### config.mk
export PLATFORM = sky130hd
export DESIGN_NAME = i2c_eeprom_slave
export DESIGN_NICKNAME = d
export VERILOG_FILES = /design/src/rtl/i2c_ee_pkg.sv /design/src/rtl/i2c_ee_sync.sv /design/src/rtl/i2c_ee_proto.sv /design/src/rtl/i2c_ee_store.sv /design/src/rtl/i2c_eeprom_slave.sv
export SDC_FILE = /design/constraint.sdc
export NUM_CORES = 1
export LEC_CHECK = 0
export BUFFER_PORTS_ARGS = -buffer_cell sky130_fd_sc_hd__buf_2
export CAP_MARGIN = 20
export CORE_MARGIN = 2
export CORE_UTILIZATION = 55
export DETAILED_ROUTE_END_ITERATION = 8
export GPL_TIMING_DRIVEN = 0
export PLACE_DENSITY = 0.78
export SKIP_CTS_REPAIR_TIMING = 1
export SLEW_MARGIN = 20
export SYNTH_ARGS = -nofsm -noshare
export SYNTH_HDL_FRONTEND = slang
export SYNTH_SLANG_ARGS = --single-unit
### constraint.sdc
create_clock -name clk -period 5.8 [get_ports clk]
set_input_delay 0.87 -clock clk [delete_from_list [all_inputs] [get_ports clk]]
set_output_delay 0.87 -clock clk [all_outputs]
set_load 0.05 [all_outputs]
### src/rtl/i2c_ee_pkg.sv
// Shared types for the serial EEPROM slave: the bit-level bus state,
// the role of the byte being received and the fixed address prefix.
package i2c_ee_pkg;

    typedef enum logic [2:0] {
        ST_IDLE,    // not addressed, waiting for a start
        ST_RX,      // shifting in a byte
        ST_ACK,     // driving the acknowledge bit
        ST_TX,      // shifting out a byte
        ST_MACK,    // sampling the master's acknowledge
        ST_TXLOAD   // loading the next byte to send
    } bus_state_t;

    typedef enum logic [1:0] {
        BK_DEV,     // slave address byte
        BK_WORD,    // word address byte
        BK_DATA     // write data byte
    } byte_kind_t;

    localparam logic [3:0] DEV_PREFIX = 4'b1010;

endpackage

### src/rtl/i2c_ee_sync.sv
// Line sampler: brings SCL and SDA into the clk domain through a
// synchroniser chain and flags clock edges, start and stop.
// Assumes clk runs many times faster than SCL, so each level lasts
// several clk cycles.
module i2c_ee_sync #(
    parameter int STAGES = 2
) (
    input  logic clk,
    input  logic rst_n,
    input  logic scl_i,
    input  logic sda_i,
    output logic sda_s,
    output logic scl_rise,
    output logic scl_fall,
    output logic start_evt,
    output logic stop_evt
);
    logic [STAGES-1:0] scl_pipe, sda_pipe;
    logic              scl_prev, sda_prev;
    logic              scl_s;

    // Synchroniser chains plus one history stage for edge detection.
    always_ff @(posedge clk) begin
        if (!rst_n) begin
            scl_pipe <= '1;
            sda_pipe <= '1;
            scl_prev <= 1'b1;
            sda_prev <= 1'b1;
        end else begin
            scl_pipe <= {scl_pipe[STAGES-2:0], scl_i};
            sda_pipe <= {sda_pipe[STAGES-2:0], sda_i};
            scl_prev <= scl_pipe[STAGES-1];
            sda_prev <= sda_pipe[STAGES-1];
        end
    end

    // Edge and bus-condition decode from current and previous sample.
    always_comb begin
        scl_s     = scl_pipe[STAGES-1];
        sda_s     = sda_pipe[STAGES-1];
        scl_rise  = scl_s & ~scl_prev;
        scl_fall  = ~scl_s & scl_prev;
        start_evt = scl_s & scl_prev & sda_prev & ~sda_s;
        stop_evt  = scl_s & scl_prev & ~sda_prev & sda_s;
    end

endmodule

### src/rtl/i2c_ee_proto.sv
// Bit and byte protocol engine: address match, acknowledge, location
// counter, write-data hand-off to the page latch and read shifting.
// Assumes a single master and clean line samples from i2c_ee_sync.
module i2c_ee_proto
    import i2c_ee_pkg::*;
#(
    parameter int AW = 7,
    parameter int PW = 3
) (
    input  logic          clk,
    input  logic          rst_n,
    input  logic          sda_s,
    input  logic          scl_rise,
    input  logic          scl_fall,
    input  logic          start_evt,
    input  logic          stop_evt,
    input  logic [2:0]    strap_i,
    input  logic          busy,
    input  logic [7:0]    rd_data,
    output logic [AW-1:0] loc_ptr,
    output logic          wr_stb,
    output logic [AW-1:0] wr_addr,
    output logic [7:0]    wr_data,
    output logic          sda_drive_low
);
    bus_state_t state;
    byte_kind_t kind;
    logic [2:0] bit_cnt;
    logic [6:0] shreg;
    logic [6:0] tx_rest;
    logic       is_read;
    logic       ack_half;
    logic [7:0] rx_byte;
    logic       dev_hit;

    // Byte under assembly and slave address comparison.
    always_comb begin
        rx_byte = {shreg, sda_s};
        dev_hit = (rx_byte[7:1] == {DEV_PREFIX, strap_i}) && !busy;
    end

    // Protocol state machine; start and stop take priority over edges.
    always_ff @(posedge clk) begin
        if (!rst_n) begin
            state         <= ST_IDLE;
            kind          <= BK_DEV;
            bit_cnt       <= '0;
            shreg         <= '0;
            tx_rest       <= '0;
            is_read       <= 1'b0;
            ack_half      <= 1'b0;
            loc_ptr       <= '0;
            wr_stb        <= 1'b0;
            wr_addr       <= '0;
            wr_data       <= '0;
            sda_drive_low <= 1'b0;
        end else begin
            wr_stb <= 1'b0;
            if (start_evt) begin
                state         <= ST_RX;
                kind          <= BK_DEV;
                bit_cnt       <= '0;
                is_read       <= 1'b0;
                sda_drive_low <= 1'b0;
            end else if (stop_evt) begin
                state         <= ST_IDLE;
                sda_drive_low <= 1'b0;
            end else begin
                case (state)
                    ST_RX: if (scl_rise) begin
                        shreg   <= rx_byte[6:0];
                        bit_cnt <= bit_cnt + 3'd1;
                        if (bit_cnt == 3'd7) begin
                            ack_half <= 1'b0;
                            state    <= ST_ACK;
                            case (kind)
                                BK_DEV: begin
                                    is_read <= rx_byte[0];
                                    if (!dev_hit) state <= ST_IDLE;
                                end
                                BK_WORD: loc_ptr <= rx_byte[AW-1:0];
                                default: begin
                                    wr_stb  <= 1'b1;
                                    wr_addr <= loc_ptr;
                                    wr_data <= rx_byte;
                                    loc_ptr <= {loc_ptr[AW-1:PW],
                                                loc_ptr[PW-1:0] + PW'(1)};
                                end
                            endcase
                        end
                    end
                    ST_ACK: if (scl_fall) begin
                        if (!ack_half) begin
                            sda_drive_low <= 1'b1;
                            ack_half      <= 1'b1;
                        end else if (kind == BK_DEV && is_read) begin
                            tx_rest       <= rd_data[6:0];
                            sda_drive_low <= ~rd_data[7];
                            bit_cnt       <= '0;
                            state         <= ST_TX;
                        end else begin
                            sda_drive_low <= 1'b0;
                            bit_cnt       <= '0;
                            kind          <= (kind == BK_DEV) ? BK_WORD : BK_DATA;
                            state         <= ST_RX;
                        end
                    end
                    ST_TX: begin
                        if (scl_rise) begin
                            if (bit_cnt == 3'd7) begin
                                state   <= ST_MACK;
                                loc_ptr <= loc_ptr + AW'(1);
                            end
                            bit_cnt <= bit_cnt + 3'd1;
                        end
                        if (scl_fall) begin
                            sda_drive_low <= ~tx_rest[6];
                            tx_rest       <= {tx_rest[5:0], 1'b0};
                        end
                    end
                    ST_MACK: begin
                        if (scl_fall) sda_drive_low <= 1'b0;
                        if (scl_rise) state <= sda_s ? ST_IDLE : ST_TXLOAD;
                    end
                    ST_TXLOAD: if (scl_fall) begin
                        tx_rest       <= rd_data[6:0];
                        sda_drive_low <= ~rd_data[7];
                        bit_cnt       <= '0;
                        state         <= ST_TX;
                    end
                    default: sda_drive_low <= 1'b0;
                endcase
            end
        end
    end

endmodule

### src/rtl/i2c_ee_store.sv
// Byte store with an eight-slot page latch and a self-write timer.
// Latched bytes are copied over their locations when the timer ends;
// a start outside the cycle drops the latch. The array itself is not
// reset, so its content survives a reset of the control logic.
module i2c_ee_store #(
    parameter int DEPTH        = 128,
    parameter int PAGE         = 8,
    parameter int WRITE_CYCLES = 2000,
    localparam int AW = $clog2(DEPTH),
    localparam int PW = $clog2(PAGE),
    localparam int TW = $clog2(WRITE_CYCLES + 1)
) (
    input  logic          clk,
    input  logic          rst_n,
    input  logic          wr_stb,
    input  logic [AW-1:0] wr_addr,
    input  logic [7:0]    wr_data,
    input  logic          start_evt,
    input  logic          stop_evt,
    input  logic [AW-1:0] rd_addr,
    output logic [7:0]    rd_data,
    output logic          busy
);
    logic [7:0]     mem [DEPTH];
    logic [7:0]     slot_data [PAGE];
    logic           slot_full [PAGE];
    logic [AW-PW-1:0] page_sel;
    logic [TW-1:0]  timer;
    logic           commit_now;
    logic           any_full;

    // Commit strobe and any-slot-filled reduction.
    always_comb begin
        commit_now = busy && (timer == '0);
        any_full   = 1'b0;
        for (int i = 0; i < PAGE; i++) any_full = any_full | slot_full[i];
        rd_data    = mem[rd_addr];
    end

    // One latch slot per page byte: fill on write, clear on drop/commit.
    for (genvar g = 0; g < PAGE; g++) begin : g_slot
        always_ff @(posedge clk) begin
            if (!rst_n) begin
                slot_full[g] <= 1'b0;
                slot_data[g] <= '0;
            end else if (commit_now || (start_evt && !busy)) begin
                slot_full[g] <= 1'b0;
            end else if (wr_stb && wr_addr[PW-1:0] == PW'(g)) begin
                slot_full[g] <= 1'b1;
                slot_data[g] <= wr_data;
            end
        end
    end

    // Page number of the latched bytes.
    always_ff @(posedge clk) begin
        if (!rst_n)      page_sel <= '0;
        else if (wr_stb) page_sel <= wr_addr[AW-1:PW];
    end

    // Self-write timer: armed by a stop with latched data.
    always_ff @(posedge clk) begin
        if (!rst_n) begin
            busy  <= 1'b0;
            timer <= '0;
        end else if (busy) begin
            if (timer == '0) busy <= 1'b0;
            else             timer <= timer - TW'(1);
        end else if (stop_evt && any_full) begin
            busy  <= 1'b1;
            timer <= TW'(WRITE_CYCLES - 1);
        end
    end

    // Array update: each latched byte overwrites its whole location.
    always_ff @(posedge clk) begin
        for (int i = 0; i < PAGE; i++) begin
            if (commit_now && slot_full[i]) mem[{page_sel, PW'(i)}] <= slot_data[i];
        end
    end

endmodule

### src/rtl/i2c_eeprom_slave.sv
// Top level of the serial EEPROM slave: line sampler, protocol engine
// and page-latched store. DEPTH and PAGE must be powers of two and
// clk must be at least ten times faster than SCL.
module i2c_eeprom_slave #(
    parameter int DEPTH        = 128,
    parameter int PAGE         = 8,
    parameter int WRITE_CYCLES = 2000,
    parameter int SYNC_STAGES  = 2
) (
    input  logic       clk,
    input  logic       rst_n,
    input  logic       scl_i,
    input  logic       sda_i,
    input  logic [2:0] strap_i,
    output logic       sda_drive_low
);
    localparam int AW = $clog2(DEPTH);
    localparam int PW = $clog2(PAGE);

    logic          sda_s, scl_rise, scl_fall, start_evt, stop_evt;
    logic          busy, wr_stb;
    logic [AW-1:0] loc_ptr, wr_addr;
    logic [7:0]    wr_data, rd_data;

    i2c_ee_sync #(.STAGES(SYNC_STAGES)) u_sync (
        .clk(clk), .rst_n(rst_n), .scl_i(scl_i), .sda_i(sda_i),
        .sda_s(sda_s), .scl_rise(scl_rise), .scl_fall(scl_fall),
        .start_evt(start_evt), .stop_evt(stop_evt)
    );

    i2c_ee_proto #(.AW(AW), .PW(PW)) u_proto (
        .clk(clk), .rst_n(rst_n), .sda_s(sda_s), .scl_rise(scl_rise),
        .scl_fall(scl_fall), .start_evt(start_evt), .stop_evt(stop_evt),
        .strap_i(strap_i), .busy(busy), .rd_data(rd_data),
        .loc_ptr(loc_ptr), .wr_stb(wr_stb), .wr_addr(wr_addr),
        .wr_data(wr_data), .sda_drive_low(sda_drive_low)
    );

    i2c_ee_store #(.DEPTH(DEPTH), .PAGE(PAGE), .WRITE_CYCLES(WRITE_CYCLES)) u_store (
        .clk(clk), .rst_n(rst_n), .wr_stb(wr_stb), .wr_addr(wr_addr),
        .wr_data(wr_data), .start_evt(start_evt), .stop_evt(stop_evt),
        .rd_addr(loc_ptr), .rd_data(rd_data), .busy(busy)
    );

endmodule

==> results.sh <==
export IMPL_run_status="completed"
export IMPL_utilization_pct=62.0
export IMPL_wl_per_cell_um=39.9
export IMPL_nets=2501
export IMPL_finalCritPeriodShare_pct=71.4
export IMPL_seq_area_frac_synth_pct=75.4
export IMPL_irDropWorstVdd_mv=0.230
export IMPL_yosys_cell_types_count=67
export IMPL_worst_path_largest_cell_delay_ns=0.96
export IMPL_synth_fp_nets=2367
export IMPL_detailedPlace_worstSlack_ns=2.05
export IMPL_globalplace_congestion=1.02
export IMPL_antenna_violating_nets_post_route=0
export IMPL_power_per_cell_area_mw_per_mm2=335
export IMPL_vias_per_cell=7.13
export IMPL_critical_path_endpoint_type="flip-flop"
export IMPL_drc_markers=0
export IMPL_detail_route_first_pass_iterations=8
export IMPL_port_buffer_count=7
export IMPL_detail_route_wirelength_um=146000
export IMPL_worst_min_delay_path_category="in2reg"
export IMPL_clockRootBuffer="clkbuf_16"
export IMPL_cts_buffers_inserted=110
export IMPL_floorplan_rows=105
export IMPL_grt_max_degree=17
export IMPL_synth_largest_type_area_fraction_pct=72.2
export IMPL_timing_critical_path_arrival_ns=4.65
export IMPL_groute_layer_met1_usage_pct=44.1
export IMPL_postSynthRegisterBits=1166
export IMPL_grt_util_met2_pct=52.2
export IMPL_timing_critical_path_max_delay_family="buffers and inverters"
export IMPL_worstSetupStartpointType="flip-flop"
export IMPL_num_vias=26100
export IMPL_timing_hold_violations_final=0
export IMPL_global_route_usage_met3_pct=10.9
export IMPL_globalRoute_busiestLayer="met2"
export IMPL_synth_top_cell_by_area="edfxtp_1"
export IMPL_cell_chain_of_the_critical_path="clkbuf_1 -> clkbuf_1 -> clkbuf_1 -> a22oi_1 -> o211a_1 -> nor3_1 -> o32ai_1"
export IMPL_num_io_pins=8
export IMPL_synth_top_flop_cell="edfxtp_1"
export IMPL_drv_cap=0
export IMPL_initial_utilization_pct=55.5
export IMPL_chipHeight_um=292
export IMPL_clock_path_buffers=3
export IMPL_setup_viol_count_final=0
export IMPL_syn_cell_area_mm2=0.0455
export IMPL_netlist_instances=2355
export IMPL_fillers=5534
export IMPL_coreArea_mm2=0.0820
export IMPL_tns_ns=0
export IMPL_clk_latency_ns=0.69
export IMPL_cts_sink_count=1166
export IMPL_synth_async_reset_ratio_pct=0
export IMPL_htreeDepth=3
export IMPL_globalRouteTotalUtil_pct=34.3
export IMPL_rsz0062_at_grt="no"
export IMPL_slew_headroom_pct=12.2
export IMPL_synth_area_top_cells="edfxtp_1, mux4_2, dfxtp_1"
export IMPL_layout_drive_gt1_share_pct=20.8
export IMPL_dpl_hpwl_um=96500
export IMPL_fp_dieArea_mm2=0.0851
export IMPL_grt_pass1_wl_um=199000
export IMPL_final_cell_area_mm2=0.0509
export IMPL_achievable_frequency_mhz=241
export IMPL_antenna_found_initial=5
export IMPL_critPathBufInv=3
export IMPL_crit_path_max_fanout=10
export IMPL_tritoncts_clock_tree="yes"
export IMPL_setup_ws_ns=1.66
export IMPL_syn_mean_instance_area_um2=19.3
export IMPL_synthToLayoutAreaGrowth_pct=11.8
export IMPL_period_minus_slack_ns=4.14
export IMPL_total_leakage_power_nw=15.7
export IMPL_number_of_enable_flip_flop_cells_after_synthesis=1095
export IMPL_clk_transition_reported_paths_ns=0.07
export IMPL_drt_iter0_markers=4391
export IMPL_final_cells=3655
export IMPL_grt_overflow=0
export IMPL_worst_path_max_delay_cell="clkbuf_1"
export IMPL_post_place_cells=3434
export IMPL_grt_pass1_vias=25700
export IMPL_timing_max_transition_violations_final=0
export IMPL_placedInstanceArea_mm2=0.0469
export IMPL_cp_data_required_time_ns=6.31
export IMPL_clock_skew_final_ns=0.0280
export IMPL_dieWidth_um=292
export IMPL_synthesis_warning_total=0
export IMPL_cp_common_cell="clkbuf_1"
export IMPL_critical_path_class="reg2reg"
export IMPL_tightest_pin_transition_ns=1.32
[layer usage]
layer / share of wire [%] / routed length [um]
met1: 33 / 48300
met2: 45 / 66200
met3: 14 / 20900
met4: 7.2 / 10500
met5: 0.032 / 46
[area by class of cell]
cell class / instances / area (um2) / area share (%)
diodes: 2 / 5.00 / 0.00984
inverters: 7 / 26.3 / 0.0517
clock buffers: 136 / 2890 / 5.69
well taps: 1070 / 1340 / 2.63
repair buffers: 22 / 275 / 0.541
plain buffers: 120 / 683 / 1.34
flip-flops and latches: 1166 / 34300 / 67.4
clock inverters: 70 / 836 / 1.64
multi-input cells: 1062 / 10500 / 20.6
[cell usage in the layout (no fill, tap or decap), types with 8 or more instances in the layout]
cell type,Yosys,routed
clkinv_2,0,16
bufinv_16,0,18
o32ai_1,8,8
a21oi_1,55,55
a22oi_1,55,55
clkbuf_1,39,60
buf_4,28,28
a211oi_1,18,18
mux2_2,9,9
o22ai_1,10,10
nand3_1,30,30
buf_2,36,43
nor2_1,203,203
mux4_2,245,245
clkinvlp_4,0,8
o21ai_0,33,27
a311oi_1,8,8
clkbuf_16,0,111
mux2i_1,81,81
buf_6,11,11
o221ai_1,11,11
dfxtp_1,71,71
clkinv_1,2,21
and2_1,67,67
nand4_1,9,9
buf_8,0,12
a221oi_1,9,9
nor2b_1,25,25
nand2_1,56,56
edfxtp_1,1095,1095
xnor2_1,8,8
nor3_1,21,21
nand2b_1,14,14
[report_power, final]
group	total, mW	switching, mW	internal, mW
Combinational	0.140	0.0961	0.0443
Sequential	9.44	0.214	9.23
Clock	7.48	3.13	4.35
Total	17.1	3.44	13.6
[synth_stat cells (10+ instances only)]
| library cell | number |
|---|---|
| buf_6 | 11 |
| edfxtp_1 | 1095 |
| buf_2 | 36 |
| o221ai_1 | 11 |
| nand2b_1 | 14 |
| a21oi_1 | 55 |
| nand2_1 | 56 |
| mux4_2 | 245 |
| clkbuf_1 | 39 |
| o21ai_0 | 33 |
| a211oi_1 | 18 |
| and2_1 | 67 |
| mux2i_1 | 81 |
| nor2_1 | 203 |
| nand3_1 | 30 |
| a22oi_1 | 55 |
| nor2b_1 | 25 |
| dfxtp_1 | 71 |
| nor3_1 | 21 |
| o22ai_1 | 10 |
| buf_4 | 28 |
[state kept, by name, indices dropped and copies added (netlist names), 8 cells and up]
register           count
u_proto.wr_data        8
u_store.mem         1024
u_store.slot_data     64
u_store.slot_full      8
u_store.timer         11
[through the flow]
step           total power, mW  hold slack, ns
2_1_floorplan             9.53           0.386
3_3_place_gp              9.71           0.400
5_1_grt                   17.3           0.392
6_report                  17.1           0.394
4_1_cts                   17.0           0.390
3_5_place_dp              9.73           0.394
[path summary, 6_finish.rpt]
check	cells after the start	slack, ns	from	endpoint
max	7	1.66	u_proto.loc_ptr[3]	u_proto.sda_drive_low
min	2	0.39	scl_i	u_sync.scl_pipe[0]
max reg2reg	7	1.66	u_proto.loc_ptr[3]	u_proto.sda_drive_low
min reg2reg	1	0.42	u_sync.sda_pipe[0]	u_sync.sda_pipe[1]
[kinds of logic after synthesis]
logic type / Yosys count / share of synthesized area (%)
xor+xnor: 12 / 0.231
buf+inv: 127 / 1.56
mux: 335 / 14.1
compound gates: 239 / 3.55
simple gates: 471 / 5.02
fa+ha+maj: 5 / 0.137
flops: 1166 / 75.4
Power figures use the tool's default switching activity.
